File: src/rtl/pcs_pkg.sv
package pcs_pkg;
  typedef enum logic [2:0] {
    CL_SEQ = 3'd0,
    CL_BEQ = 3'd1,
    CL_BNE = 3'd2,
    CL_JMP = 3'd3,
    CL_JAL = 3'd4,
    CL_JR  = 3'd5
  } pc_class_e;

  localparam int unsigned INSN_BYTES = 4;
endpackage

File: src/rtl/pcs_rst_sync.sv
module pcs_rst_sync #(
  parameter int unsigned STAGES = 2
) (
  input  logic clk,
  input  logic rst_n,
  output logic rst_sync_n
);
  logic [STAGES-1:0] sync_q;
  logic [STAGES-1:0] sync_d;

  always_comb begin
    sync_d = {sync_q[STAGES-2:0], 1'b1};
  end

  always_ff @(posedge clk or negedge rst_n) begin
    if (!rst_n) sync_q <= '0;
    else        sync_q <= sync_d;
  end

  assign rst_sync_n = sync_q[STAGES-1];
endmodule

File: src/rtl/pcs_target.sv
// Forms the sequential address, the word-scaled branch target and the
// region jump target, all based on the incremented address.
module pcs_target #(
  parameter int unsigned XLEN   = 32,
  parameter int unsigned DISP_W = 16,
  parameter int unsigned JT_W   = 26
) (
  input  logic [XLEN-1:0]   pc_cur,
  input  logic [DISP_W-1:0] disp,
  input  logic [JT_W-1:0]   jtarget,
  output logic [XLEN-1:0]   pc_inc,
  output logic [XLEN-1:0]   br_tgt,
  output logic [XLEN-1:0]   jmp_tgt
);
  import pcs_pkg::*;
  localparam int unsigned SH_W = 2;
  localparam int unsigned SX_W = XLEN - DISP_W - SH_W;
  localparam int unsigned UP_W = XLEN - JT_W - SH_W;

  logic [XLEN-1:0] disp_ext;

  always_comb begin
    pc_inc   = pc_cur + XLEN'(INSN_BYTES);
    disp_ext = {{SX_W{disp[DISP_W-1]}}, disp, {SH_W{1'b0}}};
    br_tgt   = pc_inc + disp_ext;
  end

  generate
    if (UP_W > 0) begin : g_region
      assign jmp_tgt = {pc_inc[XLEN-1 -: UP_W], jtarget, {SH_W{1'b0}}};
    end else begin : g_flat
      assign jmp_tgt = {jtarget[XLEN-SH_W-1:0], {SH_W{1'b0}}};
    end
  endgenerate
endmodule

File: src/rtl/pcs_cond.sv
// Equality compare and branch decision.
module pcs_cond #(
  parameter int unsigned XLEN = 32
) (
  input  pcs_pkg::pc_class_e cls,
  input  logic [XLEN-1:0]    op_a,
  input  logic [XLEN-1:0]    op_b,
  output logic               taken
);
  import pcs_pkg::*;
  logic same;

  always_comb begin
    same = (op_a == op_b);
    unique case (cls)
      CL_BEQ:  taken = same;
      CL_BNE:  taken = !same;
      default: taken = 1'b0;
    endcase
  end
endmodule

File: src/rtl/pcs_select.sv
// Chooses the next address among the candidates and flags the linking jump.
module pcs_select #(
  parameter int unsigned XLEN = 32
) (
  input  pcs_pkg::pc_class_e cls,
  input  logic               taken,
  input  logic [XLEN-1:0]    pc_inc,
  input  logic [XLEN-1:0]    br_tgt,
  input  logic [XLEN-1:0]    jmp_tgt,
  input  logic [XLEN-1:0]    jreg,
  output logic [XLEN-1:0]    nxt,
  output logic               is_link
);
  import pcs_pkg::*;

  always_comb begin
    nxt     = pc_inc;
    is_link = 1'b0;
    case (cls)
      CL_BEQ, CL_BNE: nxt = taken ? br_tgt : pc_inc;
      CL_JMP:         nxt = jmp_tgt;
      CL_JAL: begin
        nxt     = jmp_tgt;
        is_link = 1'b1;
      end
      CL_JR:          nxt = jreg;
      default:        nxt = pc_inc;
    endcase
  end
endmodule

File: src/rtl/pc_steer.sv
module pc_steer #(
  parameter int unsigned XLEN      = 32,
  parameter int unsigned DISP_W    = 16,
  parameter int unsigned JT_W      = 26,
  parameter logic [31:0] RESET_VEC = 32'h0040_0000
) (
  input  logic              clk,
  input  logic              rst_n,
  input  logic              step,
  input  logic [2:0]        ctl_class,
  input  logic [DISP_W-1:0] disp,
  input  logic [JT_W-1:0]   jtarget,
  input  logic [XLEN-1:0]   op_a,
  input  logic [XLEN-1:0]   op_b,
  input  logic [XLEN-1:0]   jreg,
  output logic [XLEN-1:0]   pc,
  output logic [XLEN-1:0]   pc_next,
  output logic              link_we,
  output logic [XLEN-1:0]   link_val
);
  import pcs_pkg::*;
  localparam int unsigned UP_W = XLEN - JT_W - 2;

  logic              rst_q_n;
  pc_class_e         cls;
  logic              taken;
  logic              is_link;
  logic [XLEN-1:0]   pc_q, pc_d;
  logic [XLEN-1:0]   pc_inc, br_tgt, jmp_tgt, nxt;

  assign cls = pc_class_e'(ctl_class);

  pcs_rst_sync #(.STAGES(2)) u_rst (
    .clk(clk), .rst_n(rst_n), .rst_sync_n(rst_q_n)
  );

  pcs_target #(.XLEN(XLEN), .DISP_W(DISP_W), .JT_W(JT_W)) u_tgt (
    .pc_cur(pc_q), .disp(disp), .jtarget(jtarget),
    .pc_inc(pc_inc), .br_tgt(br_tgt), .jmp_tgt(jmp_tgt)
  );

  pcs_cond #(.XLEN(XLEN)) u_cond (
    .cls(cls), .op_a(op_a), .op_b(op_b), .taken(taken)
  );

  pcs_select #(.XLEN(XLEN)) u_sel (
    .cls(cls), .taken(taken), .pc_inc(pc_inc), .br_tgt(br_tgt),
    .jmp_tgt(jmp_tgt), .jreg(jreg), .nxt(nxt), .is_link(is_link)
  );

  // next-state
  always_comb begin
    pc_d = pc_q;
    if (step) pc_d = nxt;
  end

  // register
  always_ff @(posedge clk or negedge rst_q_n) begin
    if (!rst_q_n) pc_q <= XLEN'(RESET_VEC);
    else          pc_q <= pc_d;
  end

  assign pc       = pc_q;
  assign pc_next  = nxt;
  assign link_we  = step & is_link & rst_q_n;
  assign link_val = pc_inc;

  // stepped load and hold
  p_load_r9: assert property (@(posedge clk) disable iff (!rst_q_n)
    step |=> (pc == $past(pc_next)));
  p_hold_r9: assert property (@(posedge clk) disable iff (!rst_q_n)
    !step |=> $stable(pc));
  // link enable only for stepped linking jump, with PC+4
  p_link_r6: assert property (@(posedge clk) disable iff (!rst_q_n)
    link_we |-> (ctl_class == 3'd4 && step && link_val == pc + XLEN'(4)));
  // no link otherwise
  p_nolink_r8: assert property (@(posedge clk) disable iff (!rst_q_n)
    (ctl_class != 3'd4 || !step) |-> !link_we);
  // equal-branch with unequal operands falls through
  p_fall_r3: assert property (@(posedge clk) disable iff (!rst_q_n)
    (ctl_class == 3'd1 && op_a != op_b) |-> (pc_next == pc + XLEN'(4)));
  // register jump passes the register through
  p_jr_r7: assert property (@(posedge clk) disable iff (!rst_q_n)
    (ctl_class == 3'd5) |-> (pc_next == jreg));
  // region bits of both jumps come from PC+4
  p_region_r10: assert property (@(posedge clk) disable iff (!rst_q_n)
    (ctl_class == 3'd3 || ctl_class == 3'd4) |->
      (pc_next[XLEN-1 -: UP_W] == link_val[XLEN-1 -: UP_W]));
endmodule

File: config.mk
export PLATFORM = sky130hd
export DESIGN_NAME = pc_steer
export DESIGN_NICKNAME = d
export VERILOG_FILES = /design/src/rtl/pcs_pkg.sv /design/src/rtl/pcs_rst_sync.sv /design/src/rtl/pcs_target.sv /design/src/rtl/pcs_cond.sv /design/src/rtl/pcs_select.sv /design/src/rtl/pc_steer.sv
export SDC_FILE = /design/constraint.sdc
export NUM_CORES = 1
export LEC_CHECK = 0
export BUFFER_PORTS_ARGS = -buffer_cell sky130_fd_sc_hd__clkbuf_2
export CELL_PAD_IN_SITES_DETAIL_PLACEMENT = 1
export CELL_PAD_IN_SITES_GLOBAL_PLACEMENT = 2
export CORE_AREA = 2 2 131 158
export DETAILED_ROUTE_END_ITERATION = 8
export DIE_AREA = 0 0 133 160
export GPL_TIMING_DRIVEN = 0
export PLACE_DENSITY = 0.95
export SLEW_MARGIN = 20
export SYNTH_ARGS = -nofsm -noshare
export SYNTH_HDL_FRONTEND = slang
export SYNTH_SLANG_ARGS = --single-unit
File: constraint.sdc
create_clock -name clk -period 5.8 [get_ports clk]
set_input_delay 0.58 -clock clk [delete_from_list [all_inputs] [get_ports clk]]
set_output_delay 0.58 -clock clk [all_outputs]
set_load 0.05 [all_outputs]
==> results.json <==
{
  "synth_top_area_cell": "dfrtp_1",
  "antenna_found_initial": 0,
  "grt_pass1_vias": 6985,
  "synthMuxAreaShare": 0.0489,
  "synth_seq_cells": 34,
  "die_w_um": 133,
  "cp.required_ns": 5.22,
  "seq_area_frac_synth": 0.157,
  "slowest_delay_ns": 0.50,
  "h-tree-depth": 2,
  "worst_r2r_path_depth": 13,
  "drt_first_pass_iters": 5,
  "critPathCaptureType": "output pin",
  "path_cells": "ha_1 -> nand3_2 -> nor2_1 -> and3_1 -> xor2_2 -> ha_1 -> clkbuf_1 -> a21oi_1 -> o21ai_1 -> a221o_1 -> o2bb2ai_1 -> o31a_1 -> a2111oi_2 -> nor3b_1 -> o211ai_1 -> clkbuf_4",
  "hpwl_mm": 21.4,
  "finalHoldViolations": 0,
  "vias": 6703,
  "antennaDiodeCount": 0,
  "io_pins": 241,
  "synthSimpleGateAreaFrac": 0.227,
  "p_per_area_nw_per_um2": 368,
  "cap_violations": 0,
  "crit_path_top_delay_cell": "dfrtp_1",
  "synthTopCellsByArea": "dfrtp_1, xnor2_1, ha_1, a22o_1, a21oi_1",
  "netSwitchingFraction": 0.595,
  "drcViolationCount": 0,
  "fin_crit_ns": 5.47,
  "multi_input_area_um2": 4380,
  "clockBufferDepth": 2,
  "crit_start": "pc[2]",
  "area_growth_pct": 32.4,
  "die_h_um": 160,
  "final_cell_mix": "clkbuf_2, xnor2_1, nor2_1, a21oi_1, nand2_1",
  "cp_common_cell": "ha_1",
  "synth_top_area_share": 0.152,
  "slew_headroom": 0.368,
  "irDropWorstVdd_v": 0.000147,
  "synth-edff-count": 0,
  "tritoncts": "built",
  "routedWlPerCell_um": 21.4,
  "yosysUniqueCellTypes": 81,
  "avgViaCountPerCell": 5.55,
  "synth_compound_area_frac": 0.316,
  "clock_skew_ns": 0.00407,
  "fp-row-count": 57,
  "design_area_um2": 7180,
  "cts_buffers": 5,
  "ys.flop_type": "dfrtp_1",
  "io_buffers": 239,
  "grt_setup_unrepaired": "no",
  "insertion_delay_ns": 0.29,
  "crit_fanout": 8,
  "cts_sinks": 34,
  "worst_slew_pin_slew_ns": 0.948,
  "avgSynthCellArea_um2": 7.82,
  "combPwrFrac": 0.731,
  "status": "finished, final reports clean",
  "setup_violations": 0,
  "routabilityCongestion": 0.944,
  "ctsHoldBuffers": 0,
  "syn-num-nets": 873,
  "power.internal_mw": 1.07,
  "async_flop_share": 1.00,
  "netlist_area_um2": 5420,
  "fmax_ghz": 0.183,
  "drive_gt1_frac": 0.324,
  "grt_max_degree": 21,
  "start_util": 0.273,
  "ant_nets": 0,
  "reg2reg_from": "pc[4]",
  "hold_class": "in -> async",
  "p_leak_nw": 3.36,
  "dieArea_um2": 21300,
  "crit_path_end": "pc_next[31]",
  "tns_ns": 0,
  "maxSlewViolCount": 0,
  "synth_cells": 694,
  "nFillCells": 2457,
  "grt_usage": 0.239,
  "synth_warnings": 0,
  "clkPwrFrac": 0.119,
  "routed_wl_mm": 25.8,
  "synth_top_family_by_area": "compound AO/OA/AOI/OAI gates",
  "finalCritPeriodShare": 0.943,
  "p_seq_frac": 0.150,
  "grt_pass1_wl_mm": 39.7,
  "synth_fa_ha_area_frac": 0.0821,
  "p_sw_mw": 1.57,
  "arrival_ns": 4.89,
  "clk_pin_slew_ns": 0.06,
  "layout_commonest_cell": "clkbuf_2",
  "worstSetupStartpointType": "register",
  "area.sequential_um2": 853,
  "worstSetupPathType": "reg -> out",
  "place_area_um2": 7000,
  "drt-initial-drc-count": 326,
  "synth_xor_area_frac": 0.126,
  "num-nets-final": 1120,
  "reg2reg_slack_ns": 1.33,
  "core_um2": 19900,
  "r2r_end": "pc[31]",
  "cts-root-buf": "clkbuf_16",
  "grt-ovfl-total": 0
}
## synthesized netlist by cell type (4+ instances only)
library cell / number
nor2b_1: 4
clkbuf_1: 23
dfrtp_1: 33
nor2_1: 57
inv_1: 17
a211oi_1: 4
a31oi_1: 13
a22o_1: 30
a21oi_1: 50
and2_1: 4
a22oi_1: 4
buf_2: 4
nand3_1: 21
xnor2_1: 62
a221oi_1: 14
nor3_1: 10
buf_1: 6
nand2_1: 49
or3_1: 4
nand2b_1: 21
o31ai_1: 4
o211ai_1: 4
o2bb2ai_1: 5
nand3b_1: 4
xor2_1: 14
a2bb2oi_1: 8
o21ai_0: 42
a21o_1: 14
mux2_2: 17
and3_1: 14
nand4_1: 21
ha_1: 34
a221o_1: 6
## sequential cells by signal, indices dropped and copies added (netlist names)
signal,count
u_rst.sync_q,2
pc,32
## cell type report
class | instances | area share
well taps | 265 | 0.0462
multi-input cells | 605 | 0.609
repair buffers | 240 | 0.171
plain buffers | 37 | 0.0223
flip-flops and latches | 34 | 0.119
inverters | 18 | 0.00958
clock buffers | 8 | 0.0232
## critical path, delay by kind of cell (launching register included)
kind	cells	cell delay, ns
AO/OA/AOI/OAI	7	1.87
AND/OR/NAND/NOR	4	0.85
adder cells (fa/ha/maj)	2	0.58
flip-flops	1	0.50
buffers and inverters	2	0.50
XOR/XNOR	1	0.29
## per-stage QoR
step | cells | setup WS [ns] | total power [mW] | util | hold WS, ns
2_1_floorplan | 694 | 0.0208 | 1.80 | - | 0.284
3_3_place_gp | 1198 | 0.573 | 2.28 | 0.350 | 0.335
3_5_place_dp | 1199 | 0.512 | 2.31 | 0.352 | 0.249
4_1_cts | 1207 | 0.190 | 2.64 | 0.360 | 0.0577
5_1_grt | 1207 | 0.00471 | 2.80 | 0.361 | 0.0605
6_report | 1207 | 0.333 | 2.64 | 0.361 | 0.0617
## worst min-delay path by stage
stage / from / to / slack (ns) / cells past startpoint
after floorplan: rst_n / u_rst.sync_q[0] / 0.28 / 0
after global routing: rst_n / u_rst.sync_q[0] / 0.06 / 1
after detailed placement: u_rst.sync_q[1] / pc[5] / 0.25 / 0
final: rst_n / u_rst.sync_q[0] / 0.06 / 1
after global placement: u_rst.sync_q[0] / u_rst.sync_q[1] / 0.34 / 0
after CTS: rst_n / u_rst.sync_q[1] / 0.06 / 1
## logic make-up after synthesis
group,after synthesis
DFF,34
xor gates and xnor gates,77
other,1
and+or+nand+nor,231
AOI/OAI and AO/OA,238
buffers and inverters,55
adders and majority gates,35
muxes,23
## layer usage
metal	global-route usage	up-vias	wire (um)
li1	-	3130	-
met4	0.0914	0	967
met1	0.275	3268	10200
met5	0	-	0
met3	0.0381	52	1490
met2	0.441	253	13200
## power by group through the flow
stage / sequential [mW] / combinational, mW / clock (mW)
final: 0.395 / 1.93 / 0.314
after global routing: 0.407 / 2.06 / 0.327
after CTS: 0.392 / 1.92 / 0.322
after detailed placement: 0.396 / 1.91 / 0
after global placement: 0.394 / 1.88 / 0
after floorplan: 0.574 / 1.23 / 0
## what timing repair did
item	4_1_cts	5_1_grt
setup buffers	0	0
setup endpoints to repair	0	2
resized for setup	0	4
Note: power is estimated with default switching activity, not from simulation.
